[src/rtl/keygate_pkg.sv]
package keygate_pkg;
  localparam int KEY_LEN = 13;
  localparam int POS_W   = $clog2(KEY_LEN);

  typedef enum logic [2:0] {
    ST_WAIT_NZ,
    ST_WAIT_ZERO,
    ST_WAIT_FIRST,
    ST_MATCH,
    ST_DECIDE,
    ST_COMMIT
  } seq_state_e;

  function automatic logic [7:0] key_byte(input int idx);
    case (idx)
      0:  key_byte = 8'hFF;
      1:  key_byte = 8'h77;
      2:  key_byte = 8'hB3;
      3:  key_byte = 8'h51;
      4:  key_byte = 8'hA8;
      5:  key_byte = 8'hD4;
      6:  key_byte = 8'h62;
      7:  key_byte = 8'h39;
      8:  key_byte = 8'h9C;
      9:  key_byte = 8'h46;
      10: key_byte = 8'h2B;
      11: key_byte = 8'h15;
      12: key_byte = 8'h8A;
      default: key_byte = 8'h00;
    endcase
  endfunction

  function automatic logic wants_unlock(input logic [7:0] b);
    return b == 8'hCD;
  endfunction
endpackage

[src/rtl/key_seq_fsm.sv]
module key_seq_fsm
  import keygate_pkg::*;
(
  input  logic       clk,
  input  logic       rst,
  input  logic       wr_en,
  input  logic [7:0] wr_data,
  output logic       decide_fire,
  output logic       decide_unlock,
  output logic       commit_fire
);
  seq_state_e       state;
  logic [POS_W-1:0] pos;
  logic             byte_zero;
  logic             key_hit;
  logic             key_last;

  assign byte_zero     = (wr_data == 8'h00);
  assign key_hit       = (wr_data == key_byte(int'(pos)));
  assign key_last      = (pos == POS_W'(KEY_LEN - 1));
  assign decide_fire   = wr_en && (state == ST_DECIDE);
  assign decide_unlock = wants_unlock(wr_data);
  assign commit_fire   = wr_en && (state == ST_COMMIT);

  always_ff @(posedge clk) begin
    if (rst) begin
      state <= ST_WAIT_NZ;
      pos   <= '0;
    end else if (wr_en) begin
      case (state)
        ST_WAIT_NZ:
          if (!byte_zero) state <= ST_WAIT_ZERO;
        ST_WAIT_ZERO:
          if (byte_zero) state <= ST_WAIT_FIRST;
        ST_WAIT_FIRST: begin
          pos <= '0;
          if (wr_data == key_byte(0)) begin
            state <= ST_MATCH;
            pos   <= POS_W'(1);
          end else if (!byte_zero) begin
            state <= ST_WAIT_ZERO;
          end
        end
        ST_MATCH: begin
          if (byte_zero) begin
            state <= ST_WAIT_FIRST;
            pos   <= '0;
          end else if (key_hit) begin
            if (key_last) begin
              state <= ST_DECIDE;
              pos   <= '0;
            end else begin
              pos <= pos + POS_W'(1);
            end
          end else begin
            state <= ST_WAIT_ZERO;
            pos   <= '0;
          end
        end
        ST_DECIDE:
          state <= ST_COMMIT;
        ST_COMMIT:
          state <= byte_zero ? ST_WAIT_NZ : ST_WAIT_ZERO;
        default: begin
          state <= ST_WAIT_NZ;
          pos   <= '0;
        end
      endcase
    end
  end

  AST_POS_BOUND: assert property (@(posedge clk) disable iff (rst)
    pos < POS_W'(KEY_LEN));

  AST_DECIDE_THEN_COMMIT: assert property (@(posedge clk) disable iff (rst)
    decide_fire |=> (state == ST_COMMIT));

  AST_COMMIT_NZ_RETURN: assert property (@(posedge clk) disable iff (rst)
    (commit_fire && !byte_zero) |=> (state == ST_WAIT_ZERO));

  AST_COMMIT_Z_RETURN: assert property (@(posedge clk) disable iff (rst)
    (commit_fire && byte_zero) |=> (state == ST_WAIT_NZ));
endmodule

[src/rtl/lock_holder.sv]
module lock_holder (
  input  logic clk,
  input  logic rst,
  input  logic decide_fire,
  input  logic decide_unlock,
  input  logic commit_fire,
  output logic locked
);
  logic pend_unlock;

  always_ff @(posedge clk) begin
    if (rst) begin
      pend_unlock <= 1'b0;
      locked      <= 1'b1;
    end else begin
      if (decide_fire) pend_unlock <= decide_unlock;
      if (commit_fire) locked <= !pend_unlock;
    end
  end

  AST_LOCK_STEADY: assert property (@(posedge clk) disable iff (rst)
    !commit_fire |=> $stable(locked));

  AST_UNLOCK_APPLIED: assert property (@(posedge clk) disable iff (rst)
    (commit_fire && pend_unlock) |=> !locked);
endmodule

[src/rtl/page_gate.sv]
module page_gate (
  input  logic clk,
  input  logic rst,
  input  logic locked,
  input  logic page_wr,
  input  logic page_en_in,
  output logic page_en
);
  logic page_wr_ok;

  assign page_wr_ok = page_wr && !locked;

  always_ff @(posedge clk) begin
    if (rst)             page_en <= 1'b0;
    else if (page_wr_ok) page_en <= page_en_in;
  end

  AST_PAGE_FROZEN: assert property (@(posedge clk) disable iff (rst)
    locked |=> $stable(page_en));
endmodule

[src/rtl/key_unlock_gate.sv]
module key_unlock_gate (
  input  logic       clk,
  input  logic       rst,
  input  logic       wr_en,
  input  logic [7:0] wr_data,
  input  logic       page_wr,
  input  logic       page_en_in,
  output logic       locked,
  output logic       page_en
);
  logic decide_fire;
  logic decide_unlock;
  logic commit_fire;

  key_seq_fsm u_fsm (
    .clk          (clk),
    .rst          (rst),
    .wr_en        (wr_en),
    .wr_data      (wr_data),
    .decide_fire  (decide_fire),
    .decide_unlock(decide_unlock),
    .commit_fire  (commit_fire)
  );

  lock_holder u_lock (
    .clk          (clk),
    .rst          (rst),
    .decide_fire  (decide_fire),
    .decide_unlock(decide_unlock),
    .commit_fire  (commit_fire),
    .locked       (locked)
  );

  page_gate u_page (
    .clk       (clk),
    .rst       (rst),
    .locked    (locked),
    .page_wr   (page_wr),
    .page_en_in(page_en_in),
    .page_en   (page_en)
  );
endmodule

[config.mk]
export PLATFORM = sky130hd
export DESIGN_NAME = key_unlock_gate
export DESIGN_NICKNAME = d
export VERILOG_FILES = /design/src/rtl/keygate_pkg.sv /design/src/rtl/key_seq_fsm.sv /design/src/rtl/lock_holder.sv /design/src/rtl/page_gate.sv /design/src/rtl/key_unlock_gate.sv
export SDC_FILE = /design/constraint.sdc
export NUM_CORES = 1
export LEC_CHECK = 0
export BUFFER_PORTS_ARGS = -buffer_cell sky130_fd_sc_hd__buf_2
export CORE_AREA = 2 2 52 54
export CTS_BUF_LIST = sky130_fd_sc_hd__clkbuf_4 sky130_fd_sc_hd__clkbuf_8
export CTS_CLUSTER_SIZE = 30
export DETAILED_ROUTE_END_ITERATION = 10
export DIE_AREA = 0 0 54 56
export PLACE_DENSITY = 0.75
export SLEW_MARGIN = 20
export SYNTH_ARGS = -nofsm -noshare
export SYNTH_HDL_FRONTEND = slang
export SYNTH_HIERARCHICAL = 1
export SYNTH_SLANG_ARGS = --single-unit
[constraint.sdc]
create_clock -name clk -period 2.4 [get_ports clk]
set_input_delay 0 -clock clk [delete_from_list [all_inputs] [get_ports clk]]
set_output_delay 0 -clock clk [all_outputs]
set_load 0.02 [all_outputs]
=== Yosys cells after proc, flatten, opt, wreduce, memory -nomap -nowiden ===
Memories as Yosys holds them, arrays and structs flattened. A register that Yosys moved wholly into a read port is not among the register bits.
Index checks and enable logic that the tools add are counted.
Widths: inputs -> output; s select.

* Flip-flop bits (word level): 10
* Memory bits (read-only): 128
* Input port bits: 13
* Output and inout bits: 2
* Word-level logic and storage cells: 44
* Memories: 1

* Add/subtract/negate cells: 1
* Eq/ne operators: 11
* Multiplexer cells: 15
* Bitwise gates (word level): 1
* Reductions and logical operators: 10

{| class="wikitable"
|+ Memories
! name !! words !! bits a word !! rd ports !! clocked after memory_dff !! write ports !! RTL line !! text
|-
| (name not given) || 16 || 8 || 1 || 1 || 0 || keygate_pkg.sv:15 || <nowiki>case (idx)</nowiki>
|}

{| class="wikitable"
|+ Operators with widths
! kind !! count
|-
| $mux 4 || 5
|-
| $mux 3 || 6
|-
| $pmux 3 s6 || 1
|-
| $eq 8x8->1 const B || 2
|-
| $pmux 4 s3 || 1
|-
| $eq 8x8->1 || 1
|-
| $logic_not 8->1 || 1
|-
| $eq 3x2->1 const B || 2
|-
| $eq 3x3->1 const B || 2
|-
| $add 4x1->4 const B || 1
|-
| $eq 4x4->1 const B || 1
|-
| $ne 4x3->1 const B || 1
|-
| $reduce_or 4->1 || 1
|-
| $eq 3x1->1 const B || 1
|-
| $logic_and 1x1->1 || 3
|-
| $logic_not 3->1 || 1
|-
| $reduce_and 3->1 || 1
|-
| $logic_not 1->1 || 2
|-
| $mux 1 || 2
|-
| $ne 2x1->1 const B || 1
|-
| $reduce_and 2->1 || 1
|-
| $not 1->1 || 1
|}

=== Longest topological paths before layout ===
Gate-level depths: netlist of the first run.

* Depth in word-level cells: 7
* Mapped depth: 9
* Mapped depth without buffers: 9

=== Modules after synthesis ===
The synthesis of the first run kept the hierarchy.

{| class="wikitable"
|+ Modules (own cells, without submodules)
! module !! instances !! cells an instance !! area each (sq um) !! seq. area each (sq um)
|-
| key_seq_fsm || 1 || 129 || 1158.6 || 300.3
|-
| lock_holder || 1 || 7 || 71.3 || 40.0
|-
| page_gate || 1 || 5 || 50.0 || 20.0
|}

=== Worst setup path before layout of the first run ===
Ideal clock, no wire load.

* Kind: input to register
* From: in wr_data[1]
* To: reg with a tool-made name
* Library setup time: 72 ps
* Data arrival time: 2082 ps
* Required time: 2328 ps
* Setup slack: 247 ps
* Stages: 8
* Path buffers: 0
* Cell sequence: or4_1 > o211a_1 > and4b_4 > a32oi_4 > inv_4 > ha_1 > mux2_1 > mux2i_1

{| class="wikitable"
|+ RTL lines
! item !! RTL line !! text
|-
| start: declaration || key_unlock_gate.sv:5 || <nowiki>input logic [7:0] wr_data,</nowiki>
|}

==> results of run 1 <==
-- metal layers --
metal	track usage [%]	vias up
li1	-	560
met1	21.7	538
met2	36.4	18
met3	2.42	5
met4	8.57	0
met5	0	-
-- what timing repair did --
item / CTS / global route
hold endpoints to repair: 2 / 0
setup endpoints to repair: 0 / 3
hold buffers: 4 / 0
setup buffers: 0 / 2
-- worst register-to-register path: cells and delay by family, from the launching register on --
| kind | cells | cell delay, ps |
|---|---|---|
| AND/OR/NAND/NOR | 2 | 610 |
| adder cells (fa/ha/maj) | 2 | 520 |
| multiplexers | 2 | 420 |
| flip-flops | 1 | 400 |
| AO/OA/AOI/OAI | 1 | 180 |
| buffers and inverters | 1 | 100 |
-- stage by stage --
step,utilization (%),TNS [ps],hold WS (ps)
final,62.3,0,88.2
after global routing,62.3,-6.88,73.8
after CTS,61.7,0,80.0
after detailed placement,58.5,0,287
after global placement,58.5,0,270
after floorplan,-,0,72.4
-- cell usage in the layout (no fill, tap or decap), types with 2 or more instances in the layout --
cell and instances:
inv_1 10, nor4_1 2, nor2_1 9, mux2_1 2, o21ai_0 3, dlygate4sd3_1 4
clkbuf_4 3, nand2_1 12, a21oi_1 8, dfxtp_1 18, and3_1 2, nor3_1 3
ha_1 8, nor2b_1 3, nand4_1 3, buf_2 14, nand3_1 2, o21a_1 2
buf_4 11, mux2i_1 3, a21o_1 3, xnor2_1 9, nand4_2 2, o21ai_1 2
-- report_power, final --
part / internal [mW] / switching (mW)
Clock: 0.0923 / 0.0916
Combinational: 0.0280 / 0.0331
Sequential: 0.301 / 0.00192
Total: 0.421 / 0.127
-- worst min path at each step --
stage	endpoint	startpoint	cells after the start	slack [ps]
6_report	u_lock/pend_unlock$_SDFFE_PP0P_	wr_data[5]	4	90
5_1_grt	u_lock/pend_unlock$_SDFFE_PP0P_	wr_data[5]	4	70
4_1_cts	u_lock/pend_unlock$_SDFFE_PP0P_	wr_data[5]	4	80
3_5_place_dp	u_page/page_en$_SDFFE_PP0P_	page_en_in	3	290
3_3_place_gp	u_page/page_en$_SDFFE_PP0P_	page_en_in	3	270
2_1_floorplan	u_lock/pend_unlock$_SDFFE_PP0P_	rst	1	70
-- layout make-up --
type / count / area, µm² / area share [%]
multi-input cells: 106 / 845 / 55.7
flip-flops and latches: 18 / 360 / 23.8
repair buffers: 29 / 193 / 12.7
inverters: 11 / 43.8 / 2.89
well taps: 30 / 37.5 / 2.48
clock buffers: 4 / 36.3 / 2.39
-- kinds of logic (layout without fill, tap and decap cells) --
kind of cell / count (synthesis) / in the layout
compound gates: 33 / 33
xor+xnor: 9 / 9
fa+ha+maj: 8 / 8
buf+inv: 17 / 44
flops: 18 / 18
mux: 6 / 6
simple gates: 50 / 50
==> metrics.txt, run 1 <==
outcome=completed; Yosys top cell by area=dfxtp_1; Synthesized Nets=162; Synth Area in Adders=7.82%; share of cells above drive strength 1=24.4%; first-pass GRT wire length=4560 µm; number of H-tree levels=1; GRT Util Overall=19.9%; antenna-violating nets left=0; Startpoint Class=register; Starting Density=52.6%; CP startpoint=u_fsm/pos[0]$_SDFFE_PP0P_; synthesized cell area=0.00128 mm²; core box area=0.00243 mm²; fin crit share=95.2%; post-place setup slack=63.0 ps; dpl cells=188; Crit. End Element=register; final setup margin=115 ps; Lkg Pwr=0.657 nW; Async S/R FF share, synth=0%; clock sink total=18; f_max=438 MHz; Iter 0 DRT Violations=22; sequential fraction of the synthesis area=28.2%; r2r setup slk=110 ps; nets=190; Avg Cell Area, Syn=9.08 µm²; flops & latches, synth=18; largest net degree at the start of global routing=15; Die Area=0.00302 mm²; Antenna diodes=0; Synth Area in Simple Gates=24.4%; mux contribution to synthesized area=5.28%; DR WL/cell=14.4 µm; post_cts resized=0; top_reg_cell synth=dfxtp_1; DR vias/cell=5.66; DRC violations left=0; WP depth=8; reg2reg start=u_fsm/pos[0]$_SDFFE_PP0P_; Slew Viols, Final=0; Worst Clk Skew=0.830 ps; die width=54 µm; Netlist cell types=52; final hold viol count=0; total power draw=548 µW; largest family of logic cells by synthesized area=simple AND/OR/NAND/NOR gates; top cells by area, synth=dfxtp_1 28%, ha_1 7.8%, xnor2_1 6.2%; routed wl met3=49 µm; Ys Warns=6; Fillers=200; Layout Cells excl Fill=198; Post-synth top cells=18 x dfxtp_1, 12 x nand2_1, 10 x inv_1, 9 x nor2_1, 9 x xnor2_1; EDFF count, synth=0; area post-placement=0.00142 mm²; compound-cell area share of the yosys netlist=22.3%; DR top layer=met4; TritonRoute pass-1 iters=4; worst-margin pin slew=439 ps; # port buffers=14; crit-path max cell delay=400 ps; Clock Latency Late Sink=280 ps; xor and xnor fraction of the mapped netlist area=6.16%; Yosys top cell area share=28.2%; Worst-path clk slew=100 ps; Hold WC Path Type=input port to register; FF-to-FF path depth=8; final setup fails=0; most frequent CP cell=ha_1; critical-path cell list=inv_1 > ha_1 > and3_1 > nor4b_4 > a21oi_2 > ha_1 > mux2_1 > mux2i_1; Rows=18; pwr/cell area=362 mW/mm²; CTS tree=done; CP Buf/Inv Count=1; Total Wirelength=2860 µm; gr ovfl total=0; Worst Setup Path Type=register to register; Gate Count Post-Synth=141; family with the most delay on the worst path=simple AND/OR/NAND/NOR gates; top-count cell post-synth=dfxtp_1; max_cap viols=0; DR WL met2=1530 µm; GPL Wtd Cong=0.826; vias in the first global route=1,100; Root Buffer=clkbuf_4; clk buf depth=2; WP data required=2620 ps; Crit path arrival time=2510 ps; critical path fanouts, max=6; Final HPWL DP=2150 µm; relative slew slack=70.8%; via count=1,121; Num CTS Buffers=3; CP max stage cell=dfxtp_1; Ports=15; Metal-1 WL=1230 µm; Syn-to-layout area delta=18.4%; DIE HEIGHT=56 µm; initial antenna violation count=0; final critical-path required period=2290 ps; Peak VDD IR=0.000297 V; final instance area=0.00152 mm²
No activity file was read; power rests on OpenSTA's default activity.
==> run 2, diff against run 1 <==
Settings changed: CORE_AREA 2 2 52 54 to 2 2 69 71, DIE_AREA 0 0 54 56 to 0 0 71 73, PLACE_DENSITY 0.75 to 0.47.
==> run 2 against run 1 <==
Effect of this change: sequential share of layout area decreased by 0.37 points; clock skew increased by 1.5 ps; core utilization decreased by 28 points; critical path depth unchanged; critical path type unchanged; largest cell class unchanged; largest power group unchanged; highest routed layer unchanged.
==> metrics.txt, run 2 (synthesized netlist as in run 1, its figures left out) <==
outcome=completed; total power draw=614 µW; die width=71 µm; DRC violations left=0; number of H-tree levels=1; commonest non-fill, non-tap cells in the layout=18 x dfxtp_1, 14 x buf_2, 13 x buf_4; Peak VDD IR=0.000185 V; Hold Crit Depth=3; initial antenna violation count=0; Rows=25; critical path fanouts, max=14; f_max=446 MHz; # hold bufs at CTS=0; Num CTS Buffers=3; # port buffers=14; Hold Crit Start=page_en_in; via count=1,078; largest net degree at the start of global routing=15; Crit path arrival time=2400 ps; Antenna diodes=0; DR vias/cell=4.90; hold slack=23.6 ps; Fillers=460; core box area=0.00454 mm²; setup TNS=0 ps; relative slew slack=70.0%; GRT Util Overall=12.1%; max_cap viols=0; antenna-violating nets left=0; FF-to-FF path depth=8; clk buf depth=2; Hold Path End=u_page/page_en$_SDFFE_PP0P_; final setup fails=0; pwr/cell area=399 mW/mm²; CP startpoint=u_fsm/pos[0]$_SDFFE_PP0P_; first-pass GRT wire length=5000 µm; DR WL/cell=13.5 µm; share of cells above drive strength 1=25.9%; Layout Cells excl Fill=220; reg2reg start=u_fsm/pos[0]$_SDFFE_PP0P_; Total Wirelength=2960 µm; clock sink total=18; Final HPWL DP=2340 µm; Worst Setup Path Type=register to register; CP max stage cell=or3_1; DIE HEIGHT=73 µm; RSZ-0062 raised after global routing=false; r2r setup slk=160 ps; Iter 0 DRT Violations=59; Startpoint Class=register; commonest non-fill, non-tap cell in the layout=dfxtp_1; final critical-path required period=2240 ps; dpl cells=214; vias in the first global route=1,075; Starting Density=28.2%; worst-margin pin slew=450 ps; CTS tree=done; Ports=15; WP data required=2560 ps; Syn-to-layout area delta=20.2%; nets=188; crit-path max cell delay=420 ps; GPL Wtd Cong=0.850; Die Area=0.00518 mm²; Worst Clk Skew=2.38 ps; final hold viol count=0; gr ovfl total=0; fin crit share=93.4%; Root Buffer=clkbuf_8; Slew Viols, Final=0; Hold WC Path Type=input port to register; TritonRoute pass-1 iters=4; Worst-path clk slew=70 ps; Crit. End Element=register; Lkg Pwr=0.659 nW; critical-path cell list=inv_1 > ha_1 > and3_1 > nor4b_4 > buf_4 > o221ai_4 > or3_1 > o311ai_2; Clock Latency Late Sink=260 ps
[run 2: layer usage]
metal | vias up | global-route usage [%] | part of all wire (%)
met5 | - | 0 | 0
met4 | 0 | 3.56 | 0.91
met3 | 4 | 2.62 | 3.2
met2 | 19 | 21.4 | 48
met1 | 501 | 14.9 | 48
li1 | 554 | - | -
[run 2: stage by stage]
| stage | area (µm²) | setup slack, ps | util, % |
|---|---|---|---|
| 2_1_floorplan | 1280 | 247 | - |
| 3_3_place_gp | 1470 | 119 | 32.4 |
| 3_5_place_dp | 1470 | 57.4 | 32.4 |
| 4_1_cts | 1520 | 63.5 | 33.6 |
| 5_1_grt | 1540 | 59.7 | 33.9 |
| 6_report | 1540 | 157 | 33.9 |
[run 2: final cells by class]
type	count	area (µm²)	share of cell area [%]
multi-input cells	106	845	54.9
flip-flops and latches	18	360	23.4
repair buffers	27	168	10.9
well taps	54	67.6	4.39
clock buffers	4	55.1	3.58
inverters	11	43.8	2.85
[run 2: worst max-delay path: cells and delay by family (launching register included)]
| kind | cells | cell delay, ps |
|---|---|---|
| and+or+nand+nor | 3 | 1000 |
| DFF | 1 | 380 |
| buffers and inverters | 2 | 280 |
| AOI/OAI and AO/OA | 2 | 280 |
| adders and majority gates | 1 | 200 |
[run 2: how the worst max path moves through the flow]
| stage | endpoint | cells after the start |
|---|---|---|
| floorplan | register | 8 |
| detailed placement | register | 9 |
| global route | register | 8 |
| finish | register | 8 |
| global placement | register | 9 |
| CTS | register | 8 |
[run 2: timing repair]
item / 4_1_cts / 5_1_grt
buffers inserted: 0 / 2
endpoints found under the setup margin: 0 / 3
resized for setup: 0 / 0
[run 2: report_power, final]
group	total, mW	internal, mW	switching, mW
logic	0.0605	0.0274	0.0331
clock network	0.250	0.146	0.104
registers	0.303	0.301	0.00187
==> run 3, diff against run 2 <==
--- a/config.mk
+++ b/config.mk
@@ -8,3 +8,3 @@
 export BUFFER_PORTS_ARGS = -buffer_cell sky130_fd_sc_hd__buf_2
-export CORE_AREA = 2 2 69 71
+export CORE_AREA = 2 2 68 70
 export CTS_BUF_LIST = sky130_fd_sc_hd__clkbuf_4 sky130_fd_sc_hd__clkbuf_8
@@ -12,4 +12,4 @@
 export DETAILED_ROUTE_END_ITERATION = 10
-export DIE_AREA = 0 0 71 73
-export PLACE_DENSITY = 0.47
+export DIE_AREA = 0 0 70 72
+export PLACE_DENSITY = 0.48
 export SLEW_MARGIN = 20
@@ -17,3 +17,2 @@
 export SYNTH_HDL_FRONTEND = slang
-export SYNTH_HIERARCHICAL = 1
 export SYNTH_SLANG_ARGS = --single-unit
==> constraint.sdc (replaced) <==
create_clock -name clk -period 2.4 [get_ports clk]
set_input_delay 0.12 -clock clk [delete_from_list [all_inputs] [get_ports clk]]
set_output_delay 0.12 -clock clk [all_outputs]
set_load 0.02 [all_outputs]
==> run 3 against run 2 <==
Effect of this change: highest routed layer unchanged; sequential power about the same; routed wire length up 7.5%; maximum frequency down 0.98%; global-route usage up 1.5 points; power down 1.7%; area after synthesis down 2.8%; die area down 2.8%; sequential share of layout area down 0.64 points; clock-buffer cell count unchanged; combinational power down 15%.
==> metrics.txt, run 3 <==
Starting Density=29.2%; Die Area=0.00504 mm²; Avg Cell Area, Syn=8.58 µm²; Ys Warns=0; DIE HEIGHT=72 µm; initial antenna violation count=0; area post-placement=0.00146 mm²; final hold viol count=0; family with the most delay on the worst path=compound AO/OA/AOI/OAI gates; nets=195; Clock Latency Late Sink=250 ps; Yosys top cell by area=dfxtp_1; Fillers=436; gr ovfl total=0; Antenna diodes=0; via count=1,213; core box area=0.00426 mm²; DR vias/cell=5.39; Peak VDD IR=0.000143 V; r2r setup slk=140 ps; TritonRoute pass-1 iters=4; final critical-path required period=2260 ps; DRC violations left=0; die width=70 µm; share of cells above drive strength 1=30.1%; Async S/R FF share, synth=0%; Num CTS Buffers=3; Total Wirelength=3190 µm; Crit. End Element=register; Startpoint Class=register; Hold Crit Start=page_en_in; clock sink total=18; CP max stage cell=or4b_1; Root Buffer=clkbuf_8; Gate Count Post-Synth=145; reg2reg start=u_fsm.pos[0]$_SDFFE_PP0P_; GPL Wtd Cong=0.977; Crit path arrival time=2440 ps; top cells by area, synth=dfxtp_1 29%, ha_1 8.0%, xor2_1 4.9%; Worst Setup Path Type=register to register; Netlist cell types=46; commonest non-fill, non-tap cell in the layout=dfxtp_1; antenna-violating nets left=0; fin crit share=94.4%; final setup margin=135 ps; worst-margin pin slew=507 ps; WP data required=2580 ps; Worst-path clk slew=70 ps; Slew Viols, Final=0; DR WL/cell=14.2 µm; Synthesized Nets=166; top-count cell post-synth=dfxtp_1; multi-input logic area=870 µm²; Hold Path End=u_page.page_en$_SDFFE_PP0P_; synthesized cell area=0.00124 mm²; crit-path max cell delay=470 ps; flops & latches, synth=18; Ports=15; FF-to-FF path depth=8; Lkg Pwr=0.599 nW; critical-path cell list=inv_1 > ha_1 > a311o_1 > a31oi_1 > a41oi_2 > or2_4 > or4b_1 > o211ai_1; RSZ-0062 raised after global routing=false; CTS tree=done; Reg area=362 µm²; Final HPWL DP=2460 µm; Yosys top cell area share=29.0%; EDFF count, synth=0; sequential fraction of the synthesis area=29.0%; GRT Util Overall=13.7%; outcome=completed; pwr/cell area=380 mW/mm²; final setup fails=0; largest net degree at the start of global routing=21; max_cap viols=0; top_reg_cell synth=dfxtp_1; relative slew slack=65.9%; Rows=24; commonest non-fill, non-tap cells in the layout=17 x dfxtp_1, 16 x buf_4, 14 x buf_2; # port buffers=14; Worst Clk Skew=4.58 ps; post-place setup slack=-18.3 ps; total power draw=603 µW; vias in the first global route=1,258; final instance area=0.00159 mm²; critical path fanouts, max=5; Post-synth top cells=18 x dfxtp_1, 9 x nand2_1, 8 x a21oi_1, 8 x ha_1; clk buf depth=2; CP startpoint=u_fsm.pos[0]$_SDFFE_PP0P_; f_max=442 MHz; Hold WC Path Type=input port to register; Hold Crit Depth=3; number of H-tree levels=1; Syn-to-layout area delta=27.7%; CP Buf/Inv Count=1; first-pass GRT wire length=5650 µm; Iter 0 DRT Violations=94; setup TNS=0 ps
## run 3: cell count changes after synthesis, moves of 3 or more
cell / before / now
xor2_1: 0 / 7
nand2_1: 12 / 9
nand3_1: 2 / 7
inv_1: 10 / 7
nor3_2: 0 / 4
nand4b_1: 0 / 3
nor3_1: 3 / 6
a31oi_1: 0 / 5
o21ai_0: 3 / 7
xnor2_1: 9 / 1
## run 3: tightest hold or removal path: cells and delay by family
family,cells,cell delay [ps]
buffers and inverters,1,70
and+or+nand+nor,1,80
muxes,1,50
## run 3: how the worst max path moves through the flow
stage / to / slack (ps) / cells past startpoint
6_report: register / 140 / 8
5_1_grt: register / 0.9 / 9
3_3_place_gp: register / 60 / 9
3_5_place_dp: register / -20 / 9
2_1_floorplan: register / 130 / 9
4_1_cts: register / 30 / 9
## run 3: final cells by class
| class | count | area share [%] |
|---|---|---|
| Multi-Input combinational cell | 113 | 54.8 |
| Clock buffer | 4 | 3.47 |
| Inverter | 7 | 1.65 |
| Timing Repair Buffer | 31 | 13.2 |
| Sequential cell | 18 | 22.8 |
| Tap cell | 52 | 4.10 |
## run 3: cells by family (layout without fill, tap and decap cells)
family                     Yosys count  in the layout  synth area share, %
and+or+nand+nor                     55             55                 27.1
AOI/OAI and AO/OA                   40             40                 23.9
DFF                                 18             18                 29.0
buffers and inverters               14             42                 4.63
adders and majority gates            8              8                 8.05
xor gates and xnor gates             8              8                 5.63
muxes                                2              2                 1.71
## run 3: what timing repair did
action                     in CTS  in global routing
buffers inserted                2                  0
resized for setup               1                  8
hold buffers                    0                  0
setup endpoints to repair       2                  8
pin swaps                       2                  4
## run 3: routing by layer
layer	vias to the layer above	part of all wire [%]	global-route usage (%)	wire length [µm]
met5	-	0	0	0
met4	0	1.3	5.98	42
met3	4	4.0	1.25	129
met2	36	50	24.4	1600
met1	571	44	16.8	1420
li1	602	-	-	-
## run 3: power by group
part / switching, mW / total (mW) / internal [mW]
Sequential: 0.00228 / 0.302 / 0.300
Clock: 0.104 / 0.250 / 0.146
Combinational: 0.0319 / 0.0516 / 0.0197
Total: 0.138 / 0.603 / 0.465
## run 3: through the flow
stage	std cells	hold WS, ps	util (%)
CTS	225	119	36.3
detailed placement	219	379	34.2
global route	225	126	37.2
global placement	219	365	34.2
finish	225	117	37.2
floorplan	145	267	-
